[config.mk]
export PLATFORM = sky130hd
export DESIGN_NAME = serial_cfg_port
export DESIGN_NICKNAME = d
export VERILOG_FILES = /design/src/rtl/cfg_port_pkg.sv /design/src/rtl/cfg_sync.sv /design/src/rtl/cfg_shifter.sv /design/src/rtl/cfg_regbank.sv /design/src/rtl/serial_cfg_port.sv
export SDC_FILE = /design/constraint.sdc
export NUM_CORES = 1
export LEC_CHECK = 0
export BUFFER_PORTS_ARGS = -buffer_cell sky130_fd_sc_hd__buf_2
export CELL_PAD_IN_SITES_DETAIL_PLACEMENT = 2
export CELL_PAD_IN_SITES_GLOBAL_PLACEMENT = 2
export CORE_UTILIZATION = 39
export DETAILED_ROUTE_END_ITERATION = 6
export HOLD_SLACK_MARGIN = 0.02
export PLACE_DENSITY_LB_ADDON = 0.1
export SYNTH_ARGS = -nofsm -noshare
export SYNTH_HDL_FRONTEND = slang
export SYNTH_SLANG_ARGS = --single-unit
[constraint.sdc]
create_clock -name clk -period 2.1 [get_ports clk]
set_clock_uncertainty 0.1 [all_clocks]
set_input_delay 0.21 -clock clk [delete_from_list [all_inputs] [get_ports clk]]
set_output_delay 0.21 -clock clk [all_outputs]
set_load 0.05 [all_outputs]
[src/rtl/cfg_port_pkg.sv]
package cfg_port_pkg;
  localparam int CFG_WORD_W = 22;
  localparam int CFG_ADDR_W = 2;
  localparam int CFG_PAY_W  = CFG_WORD_W - CFG_ADDR_W;
  localparam int CFG_NREGS  = 1 << CFG_ADDR_W;

  // Address field: the low bits, i.e. the last ones shifted in.
  function automatic logic [CFG_ADDR_W-1:0] word_addr(input logic [CFG_WORD_W-1:0] w);
    return w[CFG_ADDR_W-1:0];
  endfunction

  // Payload field: everything above the address.
  function automatic logic [CFG_PAY_W-1:0] word_payload(input logic [CFG_WORD_W-1:0] w);
    return w[CFG_WORD_W-1:CFG_ADDR_W];
  endfunction
endpackage

[src/rtl/cfg_sync.sv]
module cfg_sync #(
  parameter int W      = 3,
  parameter int STAGES = 2
) (
  input  logic         clk,
  input  logic         rst_n,
  input  logic [W-1:0] async_in,
  output logic [W-1:0] sync_out,
  output logic [W-1:0] rise
);
  // Stage STAGES holds the previous synchronized value for edge detection.
  logic [STAGES:0][W-1:0] pipe;

  always_ff @(posedge clk or negedge rst_n) begin
    if (!rst_n) pipe[0] <= '0;
    else        pipe[0] <= async_in;
  end

  for (genvar s = 1; s <= STAGES; s++) begin : g_stage
    always_ff @(posedge clk or negedge rst_n) begin
      if (!rst_n) pipe[s] <= '0;
      else        pipe[s] <= pipe[s-1];
    end
  end

  assign sync_out = pipe[STAGES-1];
  assign rise     = pipe[STAGES-1] & ~pipe[STAGES];

  for (genvar b = 0; b < W; b++) begin : g_chk
    AST_RISE_SINGLE: assert property (@(posedge clk) disable iff (!rst_n)
      rise[b] |=> !rise[b]);
  end
endmodule

[src/rtl/cfg_shifter.sv]
module cfg_shifter #(
  parameter int WORD_W = 22
) (
  input  logic              clk,
  input  logic              rst_n,
  input  logic              shift_en,
  input  logic              bit_in,
  output logic [WORD_W-1:0] word
);
  always_ff @(posedge clk or negedge rst_n) begin
    if (!rst_n)        word <= '0;
    else if (shift_en) word <= {word[WORD_W-2:0], bit_in};
  end

  AST_SHIFT_ONLY_ON_EDGE: assert property (@(posedge clk) disable iff (!rst_n)
    !shift_en |=> $stable(word));
endmodule

[src/rtl/cfg_regbank.sv]
module cfg_regbank
  import cfg_port_pkg::*;
#(
  parameter int WORD_W = CFG_WORD_W,
  parameter int ADDR_W = CFG_ADDR_W,
  localparam int PAY_W = WORD_W - ADDR_W,
  localparam int NREGS = 1 << ADDR_W
) (
  input  logic                       clk,
  input  logic                       rst_n,
  input  logic                       load_en,
  input  logic [WORD_W-1:0]          word,
  output logic [NREGS-1:0][PAY_W-1:0] regs
);
  logic [ADDR_W-1:0] sel_addr;
  logic [PAY_W-1:0]  sel_pay;
  logic [NREGS-1:0]  wr_en;

  assign sel_addr = word[ADDR_W-1:0];
  assign sel_pay  = word[WORD_W-1:ADDR_W];

  for (genvar i = 0; i < NREGS; i++) begin : g_reg
    assign wr_en[i] = load_en && (sel_addr == ADDR_W'(i));

    always_ff @(posedge clk or negedge rst_n) begin
      if (!rst_n)        regs[i] <= '0;
      else if (wr_en[i]) regs[i] <= sel_pay;
    end

    AST_WRITE_LANDS: assert property (@(posedge clk) disable iff (!rst_n)
      wr_en[i] |=> regs[i] == $past(word[WORD_W-1:ADDR_W]));
  end

  AST_ONE_TARGET: assert property (@(posedge clk) disable iff (!rst_n)
    $onehot0(wr_en));
  AST_LOAD_ACTIVE_WRITES: assert property (@(posedge clk) disable iff (!rst_n)
    load_en |-> $countones(wr_en) == 1);
  AST_NO_LOAD_HOLD: assert property (@(posedge clk) disable iff (!rst_n)
    !load_en |=> $stable(regs));
endmodule

[src/rtl/serial_cfg_port.sv]
module serial_cfg_port
  import cfg_port_pkg::*;
#(
  parameter int WORD_W      = CFG_WORD_W,
  parameter int ADDR_W      = CFG_ADDR_W,
  parameter int SYNC_STAGES = 2,
  localparam int PAY_W      = WORD_W - ADDR_W,
  localparam int NREGS      = 1 << ADDR_W
) (
  input  logic                        clk,
  input  logic                        rst_n,
  input  logic                        ser_clk,
  input  logic                        ser_dat,
  input  logic                        ser_load,
  output logic [NREGS-1:0][PAY_W-1:0] cfg_regs
);
  localparam int SIG_CLK = 0;
  localparam int SIG_DAT = 1;
  localparam int SIG_LD  = 2;

  logic [2:0]        pins, pins_sync, pins_rise;
  logic              sclk_rise, load_rise, dat_s;
  logic [WORD_W-1:0] shift_word;

  assign pins = {ser_load, ser_dat, ser_clk};

  // Data goes through the same depth as the clock so both stay aligned.
  cfg_sync #(.W(3), .STAGES(SYNC_STAGES)) u_sync (
    .clk      (clk),
    .rst_n    (rst_n),
    .async_in (pins),
    .sync_out (pins_sync),
    .rise     (pins_rise)
  );

  assign sclk_rise = pins_rise[SIG_CLK];
  assign load_rise = pins_rise[SIG_LD];
  assign dat_s     = pins_sync[SIG_DAT];

  cfg_shifter #(.WORD_W(WORD_W)) u_shift (
    .clk      (clk),
    .rst_n    (rst_n),
    .shift_en (sclk_rise),
    .bit_in   (dat_s),
    .word     (shift_word)
  );

  cfg_regbank #(.WORD_W(WORD_W), .ADDR_W(ADDR_W)) u_bank (
    .clk     (clk),
    .rst_n   (rst_n),
    .load_en (load_rise),
    .word    (shift_word),
    .regs    (cfg_regs)
  );

  AST_SHIFT_TAKES_BIT: assert property (@(posedge clk) disable iff (!rst_n)
    sclk_rise |=> shift_word[0] == $past(dat_s));
  AST_REGS_ONLY_ON_LOAD: assert property (@(posedge clk) disable iff (!rst_n)
    !load_rise |=> $stable(cfg_regs));
endmodule

==> summary.md <==
| Metric | Value |
|---|---|
| Sequential Area | between 2000 and 3000 sq um |
| Placed cell area | a little under 5000 sq um |
| Power Density | roughly 1400 nW/um^2 |
| CTS tree | done |
| Ant diodes | 0 |
| Setup-failing EPs final | 0 |
| Max Cap Violations | 0 |
| Drt pass-1 iters | 3 |
| Iter 0 DRT Violations | 33 |
| Synth Instances | roughly 230 |
| Core Area | ~10,000 sq um |
| Yosys synthesis warning count | 0 |
| Clk_lat worst skew | about 0.37 ns |
| IO Pins | 85 |
| Initial Util | 0.407 |
| Synthesized net count | ~230 |
| Cell Rows | 37 |
| Crit path launch type | flip-flop |
| Int Pwr | ~4100 uW |
| Crit path required time | approximately 2.3 ns |
| Fill cell count | 967 |
| Setup Crit Path Kind | reg2reg |
| Sequential share of power | 0.434 |
| Largest net degree at the start of global routing | 54 |
| Root Buffer | clkbuf_8 |
| Inst Count DP | roughly 440 |
| Hold Path Class | in2async |
| Die width | between 100 and 150 microns |
| Per-cell routed wire length | about 19 microns |
| Layout cells sized above 1 | 0.643 |
| CTS buffer count | 9 |
| Clock power frac | 0.176 |
| Worst-path clk slew | 0.11 ns |
| Run status | finished clean |
| Distinct cells, synth | 10 |
| Max Slew Vio Count | 0 |
| CTS-repair resized insts | 0 |
| Register area share after synthesis | 0.649 |
| GRT Util Overall | 0.169 |
| WL final | a little under 9 mm |
| Area occupied by multi-input gates | between 1000 and 1500 sq um |
| Remaining global-route overflow | 0 |
| RSZ-0062 raised after global routing | false |
| Die area | 11,300 sq um |
| Post-route minimum period | about 1.7 ns |
| Peak VDD IR | between 800 and 900 uV |
| Post-DP HPWL | roughly 5.8 mm |
| Share of total power in combinational logic | 0.390 |
| Final instance count without filler cells | between 400 and 500 |
| Final hold vios | 0 |
| Synth Register Bits | 110 |
| DRC | 0 |
| Number of antenna violations at the first check in global routing | 0 |
| Sw frac | 0.432 |
| Vias in the first global route | 2,457 |
| Period utilization | 0.831 |
| P_sw | 3150 uW |
| Final Core Density | 0.484 |
| Critical-path maximum fanout | 20 |
| Routed vias | about 2,200 |
| Drt via density | a little under 5 |
| Die height | 106 microns |
| Leak Pwr | between 0.002 and 0.003 uW |
| Clock sink count | 110 |
| Tot Pwr | 7290 uW |
| Final setup TNS | 0 ns |
| CTS H-tree lvls | 3 |
| Final Wtd Congestion | 0.676 |
| Clock buffer depth | 2 |
| Post-synthesis cell area | 4240 sq um |
| Peak Freq | around 0.57 GHz |
| Routed Antenna Nets | 0 |
| Area delta synth->final | 18.8% |
| Postcts setup bufs | 0 |
| Critical Path End Type | flip-flop |
| Slew HR | 0.637 |
| Avg Cell Area, Syn | approximately 19 sq um |
| First-pass GRT wire length | between 10 and 15 mm |
| Finished Cell Area | approximately 5000 sq um |
| Slew @ Worst Pin | roughly 0.54 ns |
| IO Port Bufs | 84 |
| Most frequent cells in the layout | dfrtp_1 (110), buf_2 (83), mux2_2 (56), mux2_4 (45), clkbuf_8 (9) |
| Most common cell after layout, fill and taps aside | dfrtp_1 |
| Arrival @ worst endpoint | 1.90 ns |
| Fin nets | ~330 |
[power by group through the flow]
| stage | Sequential, uW | Clock, uW | Combinational [uW] |
|---|---|---|---|
| global route | 3260 | 1410 | 2970 |
| CTS | 3180 | 1350 | 2880 |
| detailed placement | 3220 | 0 | 2860 |
| floorplan | 4570 | 0 | 747 |
| finish | 3160 | 1290 | 2840 |
| global placement | 3190 | 0 | 2810 |
[flip-flops by register name, summed over array words and instances, names as in the netlist]
name,count
u_bank.regs,80
u_shift.word,22
u_sync.pipe,5
u_sync.sync_out,3
[cell type report]
type	instances	area share
clock buffers	10	0.0253
clock inverters	6	0.0139
multi-input cells	107	0.276
flip-flops and latches	110	0.546
well taps	136	0.0338
repair buffers	95	0.105
[final timing paths]
| kind | from | end | slack [ns] | cells after the start |
|---|---|---|---|---|
| worst max register to register | u_shift.word[1] | u_bank.regs[25] | 0.36 | 2 |
| worst max-delay path | u_shift.word[1] | u_bank.regs[25] | 0.36 | 2 |
| worst min-delay path | rst_n | u_bank.regs[53] | 0.22 | 2 |
| max in group asynchronous | rst_n | u_shift.word[19] | 1.01 | 3 |
| min in group clk | u_sync.pipe[2] | u_sync.sync_out[2] | 0.25 | 0 |
| worst min register to register | u_sync.pipe[2] | u_sync.sync_out[2] | 0.25 | 0 |
[worst max-delay path, stage by stage (launching register included)]
cell and delay, ns:
dfrtp_1 0.47, and4bb_4 0.70, mux2_4 0.35
[synthesized netlist by cell type]
library cell	n	area [sq um]
buf_6	8	90.1
mux2_4	45	676
nand4b_1	1	8.76
dfrtp_1	110	2750
nor4b_4	1	23.8
nor2b_1	1	6.26
and4bb_4	2	32.5
buf_2	2	10.0
mux2_2	56	631
mux2_1	1	11.3
[metrics by stage]
stage / setup slack, ns / hold WS, ns
3_5_place_dp: 0.334 / 0.109
6_report: 0.356 / 0.223
5_1_grt: 0.288 / 0.258
2_1_floorplan: 0.633 / -0.186
4_1_cts: 0.318 / 0.220
3_3_place_gp: 0.363 / 0.102
[cell families after synthesis]
| kind of cell | after synthesis | share of synthesized area |
|---|---|---|
| simple gates | 5 | 0.0168 |
| flops | 110 | 0.649 |
| mux | 102 | 0.311 |
| buf+inv | 10 | 0.0236 |
[layer usage]
| layer | GRT usage | part of all wire | vias to the layer above |
|---|---|---|---|
| li1 | - | - | 999 |
| met1 | 0.242 | 0.48 | 1186 |
| met2 | 0.256 | 0.47 | 49 |
| met3 | 0.0374 | 0.037 | 11 |
| met4 | 0.0565 | 0.013 | 0 |
| met5 | 0 | 0 | - |
[repair_timing]
item | 4_1_cts | 5_1_grt
endpoints found under the hold margin | 35 | 0
hold buffers | 4 | 0
endpoints found under the setup margin | 0 | 0
No activity file was read; power rests on OpenSTA's default activity.
